**config.mk**
```make
export PLATFORM = sky130hd
export DESIGN_NAME = obf_wrapper
export DESIGN_NICKNAME = d
export VERILOG_FILES = /design/src/rtl/obf_pkg.sv /design/src/rtl/obf_keyreg.sv /design/src/rtl/obf_codec.sv /design/src/rtl/obf_outreg.sv /design/src/rtl/obf_wrapper.sv
export SDC_FILE = /design/constraint.sdc
export NUM_CORES = 1
export LEC_CHECK = 0
export CORE_MARGIN = 2
export CORE_UTILIZATION = 30
export CTS_CLUSTER_SIZE = 25
export DETAILED_ROUTE_END_ITERATION = 8
export GPL_ROUTABILITY_DRIVEN = 1
export GPL_TIMING_DRIVEN = 0
export PLACE_DENSITY = 0.57
export SLEW_MARGIN = 20
export SYNTH_ARGS = -nofsm -noshare
export SYNTH_HDL_FRONTEND = slang
export SYNTH_SLANG_ARGS = --single-unit
```
**constraint.sdc**
```tcl
create_clock -name clk -period 3.3 [get_ports clk]
set_input_delay 0.495 -clock clk [delete_from_list [all_inputs] [get_ports clk]]
set_output_delay 0.495 -clock clk [all_outputs]
set_load 0.01 [all_outputs]
```
**src/rtl/obf_pkg.sv**
```systemverilog
package obf_pkg;
  typedef enum logic {
    OBF_XOR = 1'b0,
    OBF_ADD = 1'b1
  } obf_mode_e;
endpackage

```
**src/rtl/obf_keyreg.sv**
```systemverilog
module obf_keyreg
  import obf_pkg::*;
#(
  parameter int W = 32
) (
  input  logic         clk,
  input  logic         rst_n,
  input  logic         epoch_start,
  input  logic [W-1:0] rnd_key,
  input  logic         mode_sel,
  output logic [W-1:0] key_q,
  output obf_mode_e    mode_q,
  output logic         armed
);
  // named event for the checks below
  logic capture_ev;
  assign capture_ev = epoch_start;

  always_ff @(posedge clk) begin
    if (!rst_n) begin
      key_q  <= '0;
      mode_q <= OBF_XOR;
      armed  <= 1'b0;
    end else if (capture_ev) begin
      key_q  <= rnd_key;
      mode_q <= obf_mode_e'(mode_sel);
      armed  <= 1'b1;
    end
  end

  AST_KEY_LOAD: assert property (@(posedge clk) disable iff (!rst_n)
    capture_ev |=> (key_q == $past(rnd_key)) && armed);
  AST_KEY_HOLD: assert property (@(posedge clk) disable iff (!rst_n)
    !capture_ev |=> $stable(key_q) && $stable(mode_q));
endmodule

```
**src/rtl/obf_codec.sv**
```systemverilog
module obf_codec
  import obf_pkg::*;
#(
  parameter int W      = 32,
  parameter bit DECODE = 1'b0
) (
  input  logic [W-1:0] data_i,
  input  logic [W-1:0] key_i,
  input  obf_mode_e    mode_i,
  output logic [W-1:0] data_o
);
  function automatic logic [W-1:0] scramble(input logic [W-1:0] d,
                                            input logic [W-1:0] k,
                                            input obf_mode_e m);
    return (m == OBF_ADD) ? (d + k) : (d ^ k);
  endfunction

  function automatic logic [W-1:0] unscramble(input logic [W-1:0] d,
                                              input logic [W-1:0] k,
                                              input obf_mode_e m);
    return (m == OBF_ADD) ? (d - k) : (d ^ k);
  endfunction

  generate
    if (DECODE) begin : g_dec
      assign data_o = unscramble(data_i, key_i, mode_i);
    end else begin : g_enc
      assign data_o = scramble(data_i, key_i, mode_i);
    end
  endgenerate
endmodule

```
**src/rtl/obf_outreg.sv**
```systemverilog
module obf_outreg #(
  parameter int W = 32
) (
  input  logic         clk,
  input  logic         rst_n,
  input  logic         in_valid,
  input  logic [W-1:0] in_data,
  output logic         in_ready,
  output logic         out_valid,
  output logic [W-1:0] out_data,
  input  logic         out_ready
);
  logic take_ev;
  logic stall_ev;
  assign in_ready = !out_valid || out_ready;
  assign take_ev  = in_valid && in_ready;
  assign stall_ev = out_valid && !out_ready;

  always_ff @(posedge clk) begin
    if (!rst_n) begin
      out_valid <= 1'b0;
      out_data  <= '0;
    end else if (in_ready) begin
      out_valid <= in_valid;
      if (in_valid) out_data <= in_data;
    end
  end

  AST_FILL_NEXT: assert property (@(posedge clk) disable iff (!rst_n)
    take_ev |=> out_valid);
  AST_STALL_HOLD: assert property (@(posedge clk) disable iff (!rst_n)
    stall_ev |=> out_valid && $stable(out_data));
endmodule

```
**src/rtl/obf_wrapper.sv**
```systemverilog
module obf_wrapper
  import obf_pkg::*;
#(
  parameter int W = 32
) (
  input  logic         clk,
  input  logic         rst_n,
  input  logic         epoch_start,
  input  logic [W-1:0] rnd_key,
  input  logic         mode_sel,
  input  logic         in_valid,
  output logic         in_ready,
  input  logic [W-1:0] in_data,
  output logic         enc_valid,
  input  logic         enc_ready,
  output logic [W-1:0] enc_data,
  input  logic         ut_valid,
  output logic         ut_ready,
  input  logic [W-1:0] ut_data,
  output logic         out_valid,
  input  logic         out_ready,
  output logic [W-1:0] out_data
);
  logic [W-1:0] key_q;
  obf_mode_e    mode_q;
  logic         armed;
  logic [W-1:0] dec_word;

  obf_keyreg #(.W(W)) u_key (
    .clk(clk), .rst_n(rst_n), .epoch_start(epoch_start),
    .rnd_key(rnd_key), .mode_sel(mode_sel),
    .key_q(key_q), .mode_q(mode_q), .armed(armed)
  );

  obf_codec #(.W(W), .DECODE(1'b0)) u_enc (
    .data_i(in_data), .key_i(key_q), .mode_i(mode_q), .data_o(enc_data)
  );

  // input is locked until a key exists
  assign enc_valid = in_valid && armed;
  assign in_ready  = enc_ready && armed;

  obf_codec #(.W(W), .DECODE(1'b1)) u_dec (
    .data_i(ut_data), .key_i(key_q), .mode_i(mode_q), .data_o(dec_word)
  );

  obf_outreg #(.W(W)) u_out (
    .clk(clk), .rst_n(rst_n),
    .in_valid(ut_valid), .in_data(dec_word), .in_ready(ut_ready),
    .out_valid(out_valid), .out_data(out_data), .out_ready(out_ready)
  );

  AST_LOCKED_UNTIL_KEY: assert property (@(posedge clk) disable iff (!rst_n)
    !armed |-> !in_ready && !enc_valid);
  AST_NO_EARLY_OUT: assert property (@(posedge clk) disable iff (!rst_n)
    !armed |-> !out_valid);
endmodule

```
### After elaboration in Yosys (flattened, before gate mapping)

Index checks and enable logic that the tools add are counted.

| operators by class | value |
|---|---|
| $add $sub $neg | 2 |
| $mul | 0 |
| div/mod/pow operators | 0 |
| magnitude comparators | 0 |
| equality and inequality tests | 0 |
| shift-type cells | 0 |
| muxes and demuxes | 2 |
| bitwise operators | 2 |
| reduce and logical (&&, ||, !) cells | 5 |

Operator list:

| operator | count |
|---|---|
| $mux 32 | 2 |
| $xor 32x32->32 | 2 |
| $add 32x32->32 | 1 |
| $sub 32x32->32 | 1 |
| $logic_and 1x1->1 | 2 |
| $reduce_and 2->1 | 1 |
| $logic_not 1->1 | 1 |
| $logic_or 1x1->1 | 1 |

| word-level totals | value |
|---|---|
| register bits after elaboration | 67 |
| bits in latches | 0 |
| memory bits (writable) | 0 |
| memory bits (read-only) | 0 |
| input port bits | 104 |
| output and inout bits | 68 |
| logic and storage cells | 16 |
| memories kept | 0 |

### Logic depth before layout (Yosys ltp)

Gate-level depths: netlist (run 1).

| depth | value |
|---|---|
| depth after elaboration | 3 |
| gate-level depth with buffers | 10 |
| gate-level depth less buffers | 10 |

### Modules after synthesis

A second synthesis (run 1) with hierarchy kept.

| unflattened totals | value |
|---|---|
| cell total of the unflattened synthesis | 832 |
| area total of the unflattened synthesis | 6,476.2 um^2 |

Modules (own cells, without submodules):

| module | instances | cells an instance | area an instance (um^2) | seq. area each (um^2) |
|---|---|---|---|---|
| obf_codec at u_dec | 1 | 293 | 1,934.4 | 0.0 |
| obf_codec at u_enc | 1 | 285 | 1,864.3 | 0.0 |
| obf_outreg | 1 | 144 | 1,357.6 | 660.6 |
| obf_keyreg | 1 | 108 | 1,307.5 | 680.7 |
| obf_wrapper | 1 | 2 | 12.5 | 0.0 |

### Least setup slack after synthesis (run 1)

OpenSTA, ideal clock, no wires.

| timing | value |
|---|---|
| path kind | input -> output |
| start point | in in_data[0] |
| end point | out enc_data[26] |
| data arrival time | 2.333 ns |
| data required time | 2.805 ns |
| path slack | 0.472 ns |
| stages | 9 |
| buffers on the path | 0 |
| cell sequence | ha_1 fa_1 nand3_1 a21oi_1 o21ai_0 a21oi_1 o211a_1 o21a_1 xor2_1 |

| between the ends | value |
|---|---|
| cells in the longest elaborated chain, start to end | 2 |

Ends and longest elaborated chain:

| element | line | RTL |
|---|---|---|
| start: declaration | obf_wrapper.sv:13 | `input logic [W-1:0] in_data,` |
| $add 32x32->32 | obf_codec.sv:15 | `return (m == OBF_ADD) ? (d + k) : (d ^ k);` |
| $mux 32 | obf_codec.sv:15 |  |
| end: declaration | obf_wrapper.sv:16 | `output logic [W-1:0] enc_data,` |

No other way between the ends.

### Worst setup path in the final report (run 1)

| timing | value |
|---|---|
| start point | in in_data[0] |
| end point | out enc_data[23] |

Same word-level chain as after synthesis.

==> results.txt, run 1 <==
Data arrives at the worst endpoint at 2.79 ns. Entering global routing, the biggest net connects 20 pins. The min-delay analysis places its worst path in the category reg2reg.

After detailed routing, the average wire length per cell comes to 17.8 µm. Setup repair after global routing could not meet its margin everywhere. The logs give 305 MHz for the maximum achievable frequency and 0.00634 mm² for the cell area after synthesis. The tool flagged a number of max-cap violations equal to 0. The peak supply drop was 0.210 mV; the register bit total from synthesis was 67. The run gives 67 as the number of sinks handled by clock tree synthesis.

For this run, design rule violations remaining after detail routing come to 0. The floorplan step set the die width to 149 µm. The die is 149 µm tall.

The logs give 0.00937 mm² for the total non-filler cell area in the finished layout and 405 for the number of DRC markers in iteration 0. The floorplan has 53 rows. Count of vias placed by the detailed router: 6921. The die covers 0.0223 mm².

The logs give 36.8% for the worst slew margin relative to its limit and 0.0209 mm² for the placeable core region. The run gives 6633 as the number of global-route vias before repair. The worst setup path is launched from a primary input. For the instance area after placement, the log shows 0.00837 mm². The total power density per cell area was 342 mW/mm². The routed design has 23500 µm of wire. CTS built an H-tree with a depth of 3. Setup slack closes at 0.0168 ns.

For the weighted congestion at the end of routability-driven global placement, the log shows 0.883. The highest fanout seen on the critical path came out at 3. Measured in cells, the most critical reg-to-reg path has a length of 10. For the final database, setup skew stands at 0.00705 ns.

The number of buffers created by CTS came out at 9. The run gives 846 as the synthesized instance count. Starting utilization of the core area: 30.3%. The tools report the type of element capturing the critical path as an output pin. In the global route stage, overall resource usage came out at 20.7%.

The routed via count divided by cell count came out at 5.26. Startpoint-to-endpoint class of the critical path: in2out. The overflow left after global routing is 0, and the number of top-level pins is 172. Timing analysis after detailed placement gives a worst setup slack of -1.10 ns.

The number of nets handed over by synthesis was 1014. The library cell used most frequently in the layout, excluding fill and tap cells, is sky130_fd_sc_hd__clkdlybuf4s50_1. Area growth from synthesis to layout: 47.8%.

The run finished with clean final reports. The tools report the number of setup violations in the final report as 0. The logs give 0 for the number of pins with negative max-slew slack in the final report and 0 for the count of antenna-violating nets left after detailed routing. The number of flops mapped to enable cells by yosys came out at 0. After legalization and detailed placement, the total HPWL measured 18400 µm.

After synthesis, the share of flip-flops with an asynchronous set or reset is 0%. The clock root buffer master was sky130_fd_sc_hd__clkbuf_16. The total chip power was 3.20 mW; the number of nets in the layout was 1205. In the layout the commonest cells are sky130_fd_sc_hd__clkdlybuf4s50_1, sky130_fd_sc_hd__nor2_1, sky130_fd_sc_hd__nand2_1. STA puts the critical path data required time at 2.80 ns.

The most used flip-flop cell after synthesis is sky130_fd_sc_hd__dfxtp_1. Post-route fraction of the period consumed by the critical path: 99.5%. TritonCTS built the clock tree.

The number of stages on the worst hold path was 2. The transition time of the tightest slew-check pin works out to 0.945 ns. Yosys mapped the design onto 71 distinct sky130hd cell types.

Of the synthesized area, sequential elements account for 21.2%. The clock passes through at most 2 buffers. The repair_antennas step left the layout with diodes totalling 0. The run gives 2111 as the fill cell instance count of the final layout.

Of the cells placed in the final design, the portion with a size suffix greater than 1 is 13.8%. The final hold violation count came out at 0. The number of iterations in the first detailed-routing pass is 5, and the clock period minus final worst setup slack is 3.28 ns. The analysis attributes to cell leakage a power of 3.76 nW.

The number of warning messages in the yosys log was 0; the post-synthesis area per instance was 7.49 µm². The initial antenna violation count was 0; the total of buffers placed on input and output ports was 169. The clock transition at the registers of the reported paths is 0.05 ns, and the clock latency on the worst-skew pair is 0.34 ns.

The first global-routing pass estimated 35900 µm of wire.
-- stage by stage --
stage	utilization [%]	hold slack (ns)	cells	TNS (ns)
floorplan	-	0.440	846	0
global placement	40.1	0.442	1290	-17.04
detailed placement	40.1	0.445	1290	-17.03
CTS	44.0	0.453	1313	-0.0106
global route	44.9	0.474	1317	-0.0934
finish	44.9	0.448	1317	0
-- sequential cells by signal, summed over array words and instances (netlist names) --
signal,cells
u_out.out_data,32
u_key.armed,1
u_key.key_q,32
u_out.out_valid,1
u_key.mode_q,1
-- layout make-up --
type                            count  area (µm²)  share of cell area [%]
Buffer                             34         145                    1.55
Clock buffer                       11         243                    2.59
Clock inverter                      5        52.6                   0.561
Inverter                           51         193                    2.06
Multi-Input combinational cell    683        5220                    55.7
Sequential cell                    67        1340                    14.3
Tap cell                          275         344                    3.67
Timing Repair Buffer              191        1830                    19.6
-- routing by layer --
metal | GRT usage [%] | routed length [µm] | up-vias
li1 | - | - | 3443
met1 | 27.6 | 10700 | 3216
met2 | 34.2 | 10900 | 223
met3 | 2.57 | 1210 | 39
met4 | 7.43 | 698 | 0
met5 | 0 | 0 | -
-- final timing paths --
path / start / endpoint / slack (ns)
worst max register to register: u_key.key_q[16] / u_out.out_data[31] / 0.51
worst min register to register: u_out.out_data[6] / u_out.out_data[6] / 0.45
worst max-delay path: in_data[0] / enc_data[23] / 0.02
worst min-delay path: u_out.out_data[6] / u_out.out_data[6] / 0.45
-- kinds of logic after synthesis --
| group | synth area share, % |
|---|---|
| mux | 6.06 |
| simple gates | 21.9 |
| flops | 21.2 |
| compound gates | 26.0 |
| xor+xnor | 6.22 |
| buf+inv | 5.84 |
| fa+ha+maj | 12.9 |
-- worst max-delay path: stages --
cell and delay (ns):
sky130_fd_sc_hd__dlygate4sd2_1 0.23, sky130_fd_sc_hd__ha_2 0.20, sky130_fd_sc_hd__buf_4 0.14, sky130_fd_sc_hd__a211oi_2 0.21, sky130_fd_sc_hd__o21bai_2 0.14, sky130_fd_sc_hd__buf_4 0.17
sky130_fd_sc_hd__a211oi_4 0.28, sky130_fd_sc_hd__o21ai_4 0.12, sky130_fd_sc_hd__a31oi_4 0.21, sky130_fd_sc_hd__buf_4 0.15, sky130_fd_sc_hd__nor2_1 0.04, sky130_fd_sc_hd__xor2_1 0.15
sky130_fd_sc_hd__clkdlybuf4s15_2 0.24
-- what timing repair did --
| item | in CTS | in global routing |
|---|---|---|
| buffers inserted | 17 | 5 |
| pin swaps | 33 | 22 |
| resized for setup | 145 | 38 |
| setup endpoints to repair | 30 | 18 |
| endpoints found under the hold margin | 0 | 0 |
| hold buffers | 0 | 0 |
-- Yosys cell counts (3+ instances only) --
| cell type | instances | share of area [%] |
|---|---|---|
| sky130_fd_sc_hd__nor2_1 | 83 | 4.9 |
| sky130_fd_sc_hd__nand2_1 | 80 | 4.7 |
| sky130_fd_sc_hd__a21oi_1 | 70 | 5.5 |
| sky130_fd_sc_hd__dfxtp_1 | 67 | 21 |
| sky130_fd_sc_hd__ha_1 | 62 | 12 |
| sky130_fd_sc_hd__inv_1 | 50 | 3.0 |
| sky130_fd_sc_hd__o21ai_0 | 42 | 3.3 |
| sky130_fd_sc_hd__clkbuf_1 | 35 | 2.1 |
| sky130_fd_sc_hd__mux2i_1 | 35 | 5.5 |
| sky130_fd_sc_hd__nand3_1 | 31 | 2.4 |
| sky130_fd_sc_hd__a21o_1 | 25 | 3.0 |
| sky130_fd_sc_hd__xnor2_1 | 25 | 3.5 |
| sky130_fd_sc_hd__xor2_1 | 20 | 2.8 |
| sky130_fd_sc_hd__nor3_1 | 18 | 1.4 |
| sky130_fd_sc_hd__nand4_1 | 15 | 1.5 |
| sky130_fd_sc_hd__and3_1 | 14 | 1.4 |
| sky130_fd_sc_hd__a211oi_1 | 11 | 1.3 |
| sky130_fd_sc_hd__and2_1 | 10 | 0.99 |
| sky130_fd_sc_hd__nor2b_1 | 10 | 0.99 |
| sky130_fd_sc_hd__o211ai_1 | 10 | 1.2 |
| sky130_fd_sc_hd__o31ai_1 | 9 | 1.1 |
| sky130_fd_sc_hd__a31oi_1 | 8 | 0.79 |
| sky130_fd_sc_hd__o21a_1 | 8 | 0.95 |
| sky130_fd_sc_hd__o21bai_1 | 8 | 0.95 |
| sky130_fd_sc_hd__buf_1 | 7 | 0.41 |
| sky130_fd_sc_hd__o21ai_1 | 6 | 0.47 |
| sky130_fd_sc_hd__a211o_1 | 5 | 0.69 |
| sky130_fd_sc_hd__nand3b_1 | 5 | 0.59 |
| sky130_fd_sc_hd__nand2b_1 | 4 | 0.39 |
| sky130_fd_sc_hd__nor4_1 | 4 | 0.39 |
| sky130_fd_sc_hd__or3_1 | 4 | 0.39 |
| sky130_fd_sc_hd__a2111oi_0 | 3 | 0.41 |
| sky130_fd_sc_hd__a41oi_1 | 3 | 0.41 |
| sky130_fd_sc_hd__and4_1 | 3 | 0.41 |
| sky130_fd_sc_hd__mux2_2 | 3 | 0.53 |
| sky130_fd_sc_hd__o211a_1 | 3 | 0.47 |
| sky130_fd_sc_hd__o22ai_1 | 3 | 0.30 |
| sky130_fd_sc_hd__o31a_1 | 3 | 0.41 |
-- power by group --
group | internal [mW] | switching, mW | total (mW)
registers | 0.872 | 0.0578 | 0.930
logic | 0.622 | 0.680 | 1.30
clock network | 0.601 | 0.368 | 0.970
Power figures use the tool's default switching activity.
==> inputs of run 2 (changes only) <==
Settings changed: ABC_AREA set to 1, PLACE_DENSITY 0.57 to 0.56.
==> results.txt, run 2 <==
The worst hold path belongs to the class reg2reg. For this run, the total global-route usage over all layers was measured as 20.4%. Clock period minus final worst setup slack: 3.14 ns. The worst setup path is captured at an output pin. For the initial antenna violation count, the log shows 0. After the first detailed-routing iteration, the DRC count stood at 427. 172 I/O pins were placed.

For the overflow left after global routing, the log shows 0. In this run the mean area of a mapped cell was 5.74 µm². The worst register-to-register path begins at u_key.key_q[0].

The final hold violation count is 0. For the clock tree buffer depth, the log shows 2. The post-detailed-routing wire length is 25000 µm.

The top cell types in the final layout, fill and taps aside, are sky130_fd_sc_hd__nand2_1, sky130_fd_sc_hd__inv_1, sky130_fd_sc_hd__nor2_1, sky130_fd_sc_hd__clkdlybuf4s50_1, sky130_fd_sc_hd__a21oi_1. Between clock sinks in the finished design, the worst skew comes to 0.00624 ns. The tools report the clock root buffer master as sky130_fd_sc_hd__clkbuf_16. The run finished with clean final reports. The startpoint identified for the worst hold timing path is u_key.armed. Dividing total power by cell area gives a power density of 350 mW/mm².

The number of sinks handled by clock tree synthesis was 67. The standard cell with the maximum stage delay on the critical path was sky130_fd_sc_hd__clkdlybuf4s50_1. The run gives 0 ns as the post-route setup TNS. Along the worst path, the maximum fanout reaches 4.

For the cell area after synthesis, the log shows 0.00678 mm². The worst setup path is launched from a primary input. The first global-routing pass estimated 37800 µm of wire.

For the number of iterations in the first detailed-routing pass, the log shows 5. The average wire per cell in the routed design is 15.2 µm, and the post-CTS setup buffer count is 0. Routability-driven placement finished with a final weighted congestion of 0.885. Yosys printed 0 warnings. The die is 154 µm wide. The delay of the slowest cell on the worst path is 0.47 ns, and the die span in y is 154 µm. The final critical path takes up 95.0% of the cycle. The total chip power came out at 3.29 mW. Most instantiated library cell after synthesis: sky130_fd_sc_hd__nand2_1. The total of buffers placed on input and output ports came out at 170. The transition time of the tightest slew-check pin was 0.729 ns. The largest total area in the synthesized netlist belongs to sky130_fd_sc_hd__nand2_1. The clock transition at the registers of the reported paths was 0.06 ns; the maximum achievable frequency was 319 MHz. Entering global routing, the biggest net connects 11 pins. The share of flip-flops with an asynchronous set or reset came out at 0%. In the final layout, the share of cells above drive strength 1 is 7.24%.

The largest registers in the layout are u_key.key_q (32), u_out.out_data (32). The register bit total from synthesis was 67; the number of nets in the layout was 1531. The tools report the area of the die as 0.0238 mm². Tracing the worst setup path back leads to its startpoint at in_data[6]. Traced cell by cell, the critical path runs through clkdlybuf4s50_1 -> ha_4 -> nand2_1 -> a21oi_1 -> nor2_1 -> nand2_1 -> nand3_1 -> nand2_1 -> nand2_1 -> o21ai_1 -> nand2_1 -> nand2_1 -> dlygate4sd2_1. Once detail routing completed, the nets flagged for antenna violations numbered 0. The top cell type by area accounts for 20.0% of the synthesized area. Across the whole layout, storage elements account for 0.00134 mm². Setup violations remaining at the end of the flow were counted as 0. The critical path is of the in2out type. The tools report the worst slew margin relative to its limit as 51.4%.

The number of global-route vias before repair is 7319. The starting utilization of the core area is 30.2%. The synthesized instance count came out at 1182.

From synthesis to final layout, the design area changed by 38.7%. After filler insertion, the fill cell instance count of the layout stands at 2456. Summed over all cells, the static leakage comes to 4.56 nW. The most numerous cell type found on the critical path is sky130_fd_sc_hd__nand2_1. For the worst-skew pair, the clock arrives at the later sink with an insertion delay of 0.34 ns. Final hold analysis gives a worst-case slack of 0.491 ns. Detailed routing inserted a total of 7652 vias. Synthesis produced a netlist with a net count of 1350. In the routed layout, each cell is associated on average with a via count of 4.63.

For the instance area after placement, the log shows 0.00884 mm². The H-tree generated during clock tree synthesis spans 3 levels. Number of hold buffers added after cts: 0.

Yosys attributes the largest share of cell area to sky130_fd_sc_hd__nand2_1, sky130_fd_sc_hd__dfxtp_1, sky130_fd_sc_hd__ha_1. The run gives 19.8% as the sequential element share of the synthesized area. Data on the critical path arrives at its endpoint at 2.64 ns. The most frequent standard cell in the layout excluding fill and tap cells was sky130_fd_sc_hd__nand2_1. VDD sags by at most 0.189 mV.

The number of pins with negative max-slew slack in the final report was 0. The tools report the number of distinct standard cells referenced by the synthesized netlist as 34. The run gives 2.80 ns as the required time of the critical path.

Placeable core region: 0.0224 mm². The run gives 0.00941 mm² as the total non-filler cell area in the finished layout. Setup repair after global routing left no endpoint under its margin. After synthesis, the most frequently instantiated cells are sky130_fd_sc_hd__nand2_1, sky130_fd_sc_hd__inv_1, sky130_fd_sc_hd__nor2_1. Max-cap violations in this run came to 0. TritonCTS built the clock tree. The number of flops mapped to enable cells by yosys is 0, and the total half-perimeter wirelength after legalization and detailed placement is 20600 µm. The run gives 55 as the site row count.

The number of buffers created by CTS was 9. The detailed-route DRC error count is 0. The repair_antennas step left the layout with diodes totalling 0. The most frequently used flop master after synthesis was sky130_fd_sc_hd__dfxtp_1. Summing all multi-input logic gate instances after layout gives 0.00490 mm².
## run 2: cell count changes in the layout (fill, tap and decap cells not counted), sizes merged, moves of 27 or more
cell,delta
a21oi,+28
buf,-27
inv,+136
mux2i,-35
nand2,+293
nor2,+68
o21ai,+29
## run 2: cell type report
cell class | count | area share [%]
Timing Repair Buffer | 170 | 18.2
Inverter | 187 | 7.46
Clock inverter | 2 | 0.106
Clock buffer | 14 | 2.81
Tap cell | 285 | 3.79
Buffer | 27 | 1.30
Multi-Input combinational cell | 901 | 52.1
Sequential cell | 67 | 14.3
## run 2: critical path, delay by kind of cell
kind	cells	cell delay [ns]
simple gates	8	0.75
compound gates	2	0.32
fa+ha+maj	1	0.32
buf+inv	2	0.75
## run 2: logic make-up (layout without fill, tap and decap cells)
kind of cell / after synthesis / after routing / synth area share [%]
and+or+nand+nor: 610 / 610 / 36.8
buffers and inverters: 214 / 400 / 12.2
AOI/OAI and AO/OA: 197 / 197 / 15.4
DFF: 67 / 67 / 19.8
adders and majority gates: 64 / 64 / 12.0
xor gates and xnor gates: 30 / 30 / 3.87
## run 2: routing by layer
metal | GRT usage (%) | vias to the layer above | part of all wire, %
li1 | - | 4098 | -
met1 | 25.7 | 3376 | 46
met2 | 36.1 | 151 | 48
met3 | 2.58 | 27 | 4.1
met4 | 7.19 | 0 | 2.1
met5 | 0 | - | 0
## run 2: repair_timing
item | in CTS | in global routing
gates resized for setup | 44 | 39
pin swaps | 0 | 2
setup endpoints to repair | 19 | 20
## run 2: final timing paths
| check | endpoint | slack (ns) | cells past startpoint |
|---|---|---|---|
| max | enc_data[23] | 0.16 | 13 |
| min | u_key.armed | 0.49 | 2 |
| max reg2reg | u_out.out_data[16] | 1.12 | 14 |
| min reg2reg | u_key.armed | 0.49 | 2 |
## run 2: through the flow
step	utilization, %	std cells	worst slack [ns]
final	41.9	1653	0.164
after CTS	41.4	1653	-0.148
after floorplan	-	1182	0.983
after global placement	39.4	1637	-0.224
after global routing	41.9	1653	0.0175
after detailed placement	39.4	1637	-0.226
## run 2: where the power goes
part / switching, mW / internal [mW] / total [mW]
clock network: 0.349 / 0.548 / 0.897
registers: 0.0501 / 0.879 / 0.929
logic: 0.834 / 0.631 / 1.47
==> inputs of run 3 (changes only) <==
Settings changed: ABC_AREA 1 to unset, PLACE_DENSITY 0.56 to 0.57.
==> results of run 3 <==
Same layout as run 1: the final DEF is identical, and so are final timing and power.
